===== src/rtl/abft_pkg.sv =====
package abft_pkg;
  typedef enum logic [2:0] {
    ST_IDLE,
    ST_COMP,
    ST_CHK,
    ST_DECIDE,
    ST_FIXWR,
    ST_FIN
  } abft_state_t;
endpackage


===== src/rtl/abft_mac_lanes.sv =====
// P parallel multipliers working on consecutive k terms of one dot product.
module abft_mac_lanes #(
  parameter int N  = 4,
  parameter int DW = 8,
  parameter int P  = 3,
  parameter int AW = 18,
  parameter int KW = 3,
  parameter int LW = 2
) (
  input  logic [N*DW-1:0] a_row,
  input  logic [N*DW-1:0] b_col,
  input  logic [KW-1:0]   k_base,
  input  logic [LW-1:0]   lanes,
  output logic [AW-1:0]   part
);
  logic [AW-1:0] prods [P];

  for (genvar l = 0; l < P; l++) begin : g_lane
    always_comb begin
      int kk;
      kk = int'(k_base) + l;
      if (l < int'(lanes) && kk < N)
        prods[l] = AW'(a_row[kk*DW +: DW]) * AW'(b_col[kk*DW +: DW]);
      else
        prods[l] = '0;
    end
  end

  always_comb begin
    part = '0;
    for (int l = 0; l < P; l++) part = part + prods[l];
  end
endmodule


===== src/rtl/abft_checksum.sv =====
// Reference row/column checksums of C derived from the operands only.
module abft_checksum #(
  parameter int N  = 4,
  parameter int DW = 8,
  parameter int CW = 20,
  parameter int RW = 2
) (
  input  logic [N*N*DW-1:0] a_flat,
  input  logic [N*N*DW-1:0] b_flat,
  input  logic [RW-1:0]     idx,
  output logic [CW-1:0]     ref_row,
  output logic [CW-1:0]     ref_col
);
  logic [CW-1:0] a_colsum [N];
  logic [CW-1:0] b_rowsum [N];

  always_comb begin
    for (int k = 0; k < N; k++) begin
      a_colsum[k] = '0;
      b_rowsum[k] = '0;
      for (int t = 0; t < N; t++) begin
        a_colsum[k] = a_colsum[k] + CW'(a_flat[(t*N+k)*DW +: DW]);
        b_rowsum[k] = b_rowsum[k] + CW'(b_flat[(k*N+t)*DW +: DW]);
      end
    end
  end

  always_comb begin
    ref_row = '0;
    ref_col = '0;
    for (int k = 0; k < N; k++) begin
      ref_row = ref_row + CW'(a_flat[(int'(idx)*N+k)*DW +: DW]) * b_rowsum[k];
      ref_col = ref_col + a_colsum[k] * CW'(b_flat[(k*N+int'(idx))*DW +: DW]);
    end
  end
endmodule


===== src/rtl/abft_result_mem.sv =====
// Result store: one write port, two registered read ports.
module abft_result_mem #(
  parameter int DEPTH = 16,
  parameter int W     = 18,
  parameter int ABITS = 4
) (
  input  logic             clk,
  input  logic             we,
  input  logic [ABITS-1:0] waddr,
  input  logic [W-1:0]     wdata,
  input  logic [ABITS-1:0] ra_addr,
  output logic [W-1:0]     ra_data,
  input  logic [ABITS-1:0] rb_addr,
  output logic [W-1:0]     rb_data
);
  logic [W-1:0] mem [DEPTH];

  always_ff @(posedge clk) begin
    if (we) mem[waddr] <= wdata;
    ra_data <= mem[ra_addr];
    rb_data <= mem[rb_addr];
  end
endmodule


===== src/rtl/abft_matmul.sv =====
module abft_matmul
  import abft_pkg::*;
#(
  parameter  int N  = 4,
  parameter  int DW = 8,
  parameter  int P  = 3,
  localparam int RW = $clog2(N),
  localparam int LW = $clog2(P + 1),
  localparam int AW = 2 * DW + $clog2(N),
  localparam int NE = N * N
) (
  input  logic          clk,
  input  logic          rst,
  input  logic          ld_en,
  input  logic          ld_sel,
  input  logic [RW-1:0] ld_row,
  input  logic [RW-1:0] ld_col,
  input  logic [DW-1:0] ld_data,
  input  logic          start,
  input  logic [LW-1:0] lanes,
  input  logic [NE-1:0] fault_map,
  input  logic [AW-1:0] fault_xor,
  input  logic [RW-1:0] rd_row,
  input  logic [RW-1:0] rd_col,
  output logic [AW-1:0] rd_data,
  output logic          done,
  output logic          corrected,
  output logic          uncorrectable
);
  localparam int CW = AW + $clog2(N);
  localparam int EW = $clog2(NE);
  localparam int KW = $clog2(N + P + 1);

  abft_state_t   state;
  logic [NE*DW-1:0] a_sp, b_sp;
  logic [RW-1:0] ri, cj, mi, bad_r, bad_c;
  logic [KW-1:0] kb;
  logic [LW-1:0] lanes_q, lanes_cl;
  logic [AW-1:0] acc, part, elem_val, fix_old, mem_wdata;
  logic [CW-1:0] obs_row [N];
  logic [CW-1:0] obs_col [N];
  logic [CW-1:0] ref_row, ref_col, residue;
  logic [1:0]    rcnt, ccnt;
  logic          last_k, mem_we;
  logic [EW-1:0] cur_addr, fix_addr, mem_waddr, rd_addr;
  logic [N*DW-1:0] a_row, b_col;
  logic          done_q, corr_q, unc_q;

  // Operand scratchpads, written only while idle
  always_ff @(posedge clk) begin
    if (state == ST_IDLE && ld_en) begin
      if (!ld_sel) a_sp[(int'(ld_row)*N + int'(ld_col))*DW +: DW] <= ld_data;
      else         b_sp[(int'(ld_row)*N + int'(ld_col))*DW +: DW] <= ld_data;
    end
  end

  always_comb begin
    a_row = a_sp[int'(ri)*N*DW +: N*DW];
    for (int k = 0; k < N; k++) b_col[k*DW +: DW] = b_sp[(k*N + int'(cj))*DW +: DW];
  end

  always_comb begin
    if (lanes == '0)            lanes_cl = LW'(1);
    else if (int'(lanes) > P)   lanes_cl = LW'(P);
    else                        lanes_cl = lanes;
  end

  abft_mac_lanes #(.N(N), .DW(DW), .P(P), .AW(AW), .KW(KW), .LW(LW)) u_mac (
    .a_row(a_row), .b_col(b_col), .k_base(kb), .lanes(lanes_q), .part(part)
  );

  abft_checksum #(.N(N), .DW(DW), .CW(CW), .RW(RW)) u_chk (
    .a_flat(a_sp), .b_flat(b_sp), .idx(mi), .ref_row(ref_row), .ref_col(ref_col)
  );

  always_comb begin
    last_k    = (int'(kb) + int'(lanes_q) >= N);
    cur_addr  = EW'(int'(ri)*N + int'(cj));
    fix_addr  = EW'(int'(bad_r)*N + int'(bad_c));
    rd_addr   = EW'(int'(rd_row)*N + int'(rd_col));
    elem_val  = (acc + part) ^ (fault_map[cur_addr] ? fault_xor : '0);
    mem_we    = (state == ST_COMP && last_k) || (state == ST_FIXWR);
    mem_waddr = (state == ST_FIXWR) ? fix_addr : cur_addr;
    mem_wdata = (state == ST_FIXWR) ? fix_old + AW'(residue) : elem_val;
  end

  abft_result_mem #(.DEPTH(NE), .W(AW), .ABITS(EW)) u_cmem (
    .clk(clk), .we(mem_we), .waddr(mem_waddr), .wdata(mem_wdata),
    .ra_addr(rd_addr), .ra_data(rd_data), .rb_addr(fix_addr), .rb_data(fix_old)
  );

  always_ff @(posedge clk) begin
    if (rst) begin
      state   <= ST_IDLE;
      done_q  <= 1'b0;
      corr_q  <= 1'b0;
      unc_q   <= 1'b0;
      ri      <= '0;
      cj      <= '0;
      mi      <= '0;
      kb      <= '0;
      acc     <= '0;
      lanes_q <= LW'(1);
      rcnt    <= '0;
      ccnt    <= '0;
      bad_r   <= '0;
      bad_c   <= '0;
      residue <= '0;
      for (int n = 0; n < N; n++) begin
        obs_row[n] <= '0;
        obs_col[n] <= '0;
      end
    end else begin
      case (state)
        ST_IDLE: if (start) begin
          done_q  <= 1'b0;
          corr_q  <= 1'b0;
          unc_q   <= 1'b0;
          ri      <= '0;
          cj      <= '0;
          kb      <= '0;
          acc     <= '0;
          rcnt    <= '0;
          ccnt    <= '0;
          lanes_q <= lanes_cl;
          for (int n = 0; n < N; n++) begin
            obs_row[n] <= '0;
            obs_col[n] <= '0;
          end
          state <= ST_COMP;
        end
        ST_COMP: begin
          if (last_k) begin
            acc         <= '0;
            kb          <= '0;
            obs_row[ri] <= obs_row[ri] + CW'(elem_val);
            obs_col[cj] <= obs_col[cj] + CW'(elem_val);
            if (cj == RW'(N-1)) begin
              cj <= '0;
              if (ri == RW'(N-1)) begin
                ri    <= '0;
                mi    <= '0;
                state <= ST_CHK;
              end else begin
                ri <= ri + 1'b1;
              end
            end else begin
              cj <= cj + 1'b1;
            end
          end else begin
            acc <= acc + part;
            kb  <= kb + KW'(lanes_q);
          end
        end
        ST_CHK: begin
          if (ref_row != obs_row[mi]) begin
            rcnt    <= (rcnt == 2'd2) ? 2'd2 : rcnt + 2'd1;
            bad_r   <= mi;
            residue <= ref_row - obs_row[mi];
          end
          if (ref_col != obs_col[mi]) begin
            ccnt  <= (ccnt == 2'd2) ? 2'd2 : ccnt + 2'd1;
            bad_c <= mi;
          end
          if (mi == RW'(N-1)) state <= ST_DECIDE;
          else                mi    <= mi + 1'b1;
        end
        ST_DECIDE: begin
          if (rcnt == 2'd0 && ccnt == 2'd0) begin
            state <= ST_FIN;
          end else if (rcnt == 2'd1 && ccnt == 2'd1) begin
            state <= ST_FIXWR;
          end else begin
            unc_q <= 1'b1;
            state <= ST_FIN;
          end
        end
        ST_FIXWR: begin
          corr_q <= 1'b1;
          state  <= ST_FIN;
        end
        ST_FIN: begin
          done_q <= 1'b1;
          state  <= ST_IDLE;
        end
        default: state <= ST_IDLE;
      endcase
    end
  end

  assign done          = done_q;
  assign corrected     = corr_q;
  assign uncorrectable = unc_q;

  // outcome flags are exclusive
  a_r6_flags_exclusive: assert property (@(posedge clk) disable iff (rst)
    !(corr_q && unc_q));
  // the captured lane count is always within 1..P while computing
  a_r3_lane_range: assert property (@(posedge clk) disable iff (rst)
    (state == ST_COMP) |-> (lanes_q != '0 && int'(lanes_q) <= P));
  // repair write only with exactly one bad row and one bad column
  a_r5_single_fix: assert property (@(posedge clk) disable iff (rst)
    (state == ST_FIXWR) |-> (rcnt == 2'd1 && ccnt == 2'd1));
  // the repair flag rises before done
  a_r5_fix_before_done: assert property (@(posedge clk) disable iff (rst)
    $rose(corr_q) |-> !done_q);
  // nothing is written while the uncorrectable flag stands
  a_r6_no_writeback: assert property (@(posedge clk) disable iff (rst)
    unc_q |-> !mem_we);
  // done holds until a start
  a_r8_done_hold: assert property (@(posedge clk) disable iff (rst)
    (done_q && !start) |=> done_q);
  // done only in idle
  a_r8_done_idle: assert property (@(posedge clk) disable iff (rst)
    done_q |-> (state == ST_IDLE));
endmodule


===== config.mk =====
export PLATFORM = sky130hd
export DESIGN_NAME = abft_matmul
export DESIGN_NICKNAME = d
export VERILOG_FILES = /design/src/rtl/abft_pkg.sv /design/src/rtl/abft_mac_lanes.sv /design/src/rtl/abft_checksum.sv /design/src/rtl/abft_result_mem.sv /design/src/rtl/abft_matmul.sv
export SDC_FILE = /design/constraint.sdc
export NUM_CORES = 2
export LEC_CHECK = 0
export ABC_AREA = 1
export BUFFER_PORTS_ARGS = -buffer_cell sky130_fd_sc_hd__buf_2
export CAP_MARGIN = 30
export CORE_MARGIN = 4
export CORE_UTILIZATION = 50
export CTS_CLUSTER_DIAMETER = 60
export CTS_CLUSTER_SIZE = 8
export DETAILED_ROUTE_END_ITERATION = 7
export GPL_ROUTABILITY_DRIVEN = 0
export HOLD_SLACK_MARGIN = 0.06
export PLACE_DENSITY = 0.65
export SYNTH_ARGS = -nofsm -noshare
export SYNTH_HDL_FRONTEND = slang
export SYNTH_SLANG_ARGS = --single-unit

===== constraint.sdc =====
create_clock -name clk -period 17.1 [get_ports clk]
set_clock_uncertainty 0.2 [all_clocks]
set_input_delay 1.71 -clock clk [delete_from_list [all_inputs] [get_ports clk]]
set_output_delay 1.71 -clock clk [all_outputs]
set_load 0.05 [all_outputs]

==> key figures <==
STA
  – Final Cycle Share: 0.714
  – Worst Tran Pin Value: 1.32 ns
  – Setup-failing EPs final: 0
  – Slew Limit Fails: 0
  – Setup TNS: 0 ns
  – Fin. Hold Viols: 0
  – Unrepaired setup endpoints after global routing: false
  – Smallest setup slack after layout: 4.89 ns
  – FMAX: 81.9 MHz
  – Final critical-path required period: 12.21 ns
  – Worst slew margin: 0.119

Yosys
  – Mapped Cells: 9520
  – Synth Area in XOR/XNOR: 0.0220
  – Sequential share of the synthesized area: 0.292
  – Largest family of logic cells by synthesized area: adder cells
  – Post-synth EDFFs: 704
  – Most common cell in the netlist: inv_1
  – Top cells by area, synth: edfxtp_1 27%, fa_1 20%, ha_1 9.7%
  – Post-Syn Area: 79400 µm²
  – Multiplexer share of the synthesized area: 0.00907
  – FFs w/ async S/R, synth: 0
  – Yosys cell types: 59
  – Main synth FF type: edfxtp_1
  – Leading area contributor after synthesis: edfxtp_1
  – Synth Area in Simple Gates: 0.159
  – Adder and majority gate portion of the synthesized area: 0.294
  – Synth cell count leaders: 1849 x inv_1, 1496 x nand2_1, 1157 x nor2_1, 779 x fa_1, 716 x o21ai_0
  – #FFs+latches synth: 807
  – Average cell area after synthesis: 8.35 µm²
  – Yosys Warn Count: 0
  – Share of the synthesized area in the top cell type: 0.266
  – Compound-Gate Fraction of Synth Area: 0.120
  – Synthesized Nets: 11.0k

Cells and area
  – Fill cell count: 14.5k
  – Share of cells above drive strength 1: 0.0487
  – Fin nets: 11.0k
  – P&R area growth vs syn: 8.03%
  – Post-Route Utilization: 0.543

Global routing
  – First-pass GRT wire length: 403000 µm
  – Met1 Usage GRT: 0.441
  – Busiest grt layer: met2
  – Met3 Resource Use GR: 0.105
  – Initial antenna violation count: 6
  – Largest net degree at the start of global routing: 93
  – Met2 Use GR: 0.471
  – Remaining global-route overflow: 0
  – Vias in the first global route: 65.7k
  – Gr usage total: 0.325

Critical path
  – Critical path's top delay family: adder cells
  – Worst Path Max Fanout: 47
  – CP most frequent cell: nand2_1
  – CP required: 17.33 ns
  – Crit start category: flip-flop
  – Reg2reg setup slack: 4.89 ns
  – CP peak stage delay: 0.84 ns
  – Critical Path End Type: flip-flop
  – CP max-delay cell: o22ai_1
  – Bufs and invs on worst path: 7
  – Critical Setup Path Class: flip-flop to flip-flop
  – Worst Path Arrival: 12.44 ns

Floorplan
  – Die X: 407 µm
  – Die Height: 407 µm
  – Io pins: 78
  – Core ar.: 158000 µm²
  – Die ar.: 165000 µm²
  – Initial core utilization: 0.502
  – # rows: 146

Route
  – DR iter-0 viols: 8679
  – Routed WL per cell: 23.2 µm
  – TritonRoute pass-1 iters: 8
  – Antenna Nets Post-Route: 0
  – Vias: 67.9k
  – Routed vias/inst: 5.82
  – DRT Wirelength: 270000 µm
  – DRC viols: 38

Clocking
  – Clk Latency, worst-skew pair: 0.80 ns
  – # hold bufs at CTS: 0
  – Worst-case clock buffer depth: 3
  – CTS tree: yes
  – Clock root buffer: clkbuf_16
  – Cts repair resizes: 0
  – Post-CTS setup buffer count: 0
  – CTS sink count: 807
  – # H-tree levels: 3
  – Num CTS Buffers: 117
  – Clock input transition at the sequential cells of the worst setup and hold paths: 0.06 ns

Worst hold path
  – Hold Crit Class: flip-flop to flip-flop

Place
  – DP Worst Slack: 5.29 ns
  – Post-DP HPWL: 211000 µm
  – I/O Buffers: 77

Status
  – Failing checks: DRC
  – Status: finished with violations

Job
  – Max Cap Violations: 0
final cells by class:
| class | instances | area, µm² | share of cell area |
|---|---|---|---|
| Inverter | 1862 | 6990 | 0.0815 |
| Timing Repair Buffer | 202 | 1500 | 0.0175 |
| Multi-Input combinational cell | 6529 | 48000 | 0.559 |
| Sequential cell | 807 | 23200 | 0.271 |
| Tap cell | 2072 | 2590 | 0.0302 |
| Antenna cell | 5 | 12.5 | 0.000146 |
| Clock inverter | 16 | 283 | 0.00329 |
| Clock buffer | 180 | 3230 | 0.0376 |
per-stage QoR:
| step | area (µm²) | hold WS (ns) | std cells |
|---|---|---|---|
| floorplan | 79400 | 0.244 | 9520 |
| global placement | 82000 | 0.257 | 11452 |
| detailed placement | 82300 | 0.260 | 11470 |
| CTS | 85800 | 0.267 | 11666 |
| global route | 85800 | 0.292 | 11668 |
| finish | 85800 | 0.263 | 11673 |
path summary, 6_finish.rpt:
| check | to | startpoint | cells after the start |
|---|---|---|---|
| hold / removal | acc[1]$_SDFFE_PP0P_ | acc[1]$_SDFFE_PP0P_ | 2 |
| setup reg to reg | obs_row[3][16]$_SDFFCE_PN0P_ | ri[0]$_SDFFE_PP0P_ | 45 |
| setup / recovery | obs_row[3][16]$_SDFFCE_PN0P_ | ri[0]$_SDFFE_PP0P_ | 45 |
| hold reg to reg | acc[1]$_SDFFE_PP0P_ | acc[1]$_SDFFE_PP0P_ | 2 |
cell families (layout without fill, tap and decap cells):
family          Yosys count  after routing
compound gates         1721           1721
other cells               0              5
simple gates           3139           3139
buf+inv                2184           2260
flops                   807            807
fa+ha+maj              1397           1397
xor+xnor                200            200
mux                      72             72
layout by cell type, fill, tap and decap left out, drive strengths merged, types with 125 or more instances in the layout:
cell type,netlist,layout
o21ai,733,733
clkbuf,224,181
nand2,1498,1498
a21oi,654,654
nand3,286,286
inv,1854,1853
edfxtp,704,704
ha,618,618
xor2,125,125
nor2,1162,1162
fa,779,779
buf,98,201
worst reg2reg max path: cells and delay by family, from the launching register on:
| kind | cells | cell delay (ns) |
|---|---|---|
| xor+xnor | 4 | 1.15 |
| flops | 1 | 0.81 |
| simple gates | 16 | 1.83 |
| buf+inv | 7 | 1.41 |
| fa+ha+maj | 9 | 3.95 |
| compound gates | 9 | 2.51 |
routing by layer:
metal  wire, µm  up-vias
li1           -    30554
met4      14600        2
met3      35600      668
met1     107000    32852
met5         22        -
met2     113000     3869
registers in the layout, summed over array words and instances (netlist names), named ones only:
signal	count
a_sp	128
acc	18
b_sp	128
bad_c	2
bad_r	2
ccnt	2
cj	2
corrected	1
done	1
kb	3
lanes_q	2
mi	2
obs_col	80
obs_row	80
rcnt	2
residue	18
ri	2
state	3
u_cmem.mem	288
u_cmem.ra_data	18
u_cmem.rb_data	18
uncorrectable	1
Power is not shown: default switching activity piles up to over one toggle a cycle in this logic, so the estimate is an artifact.
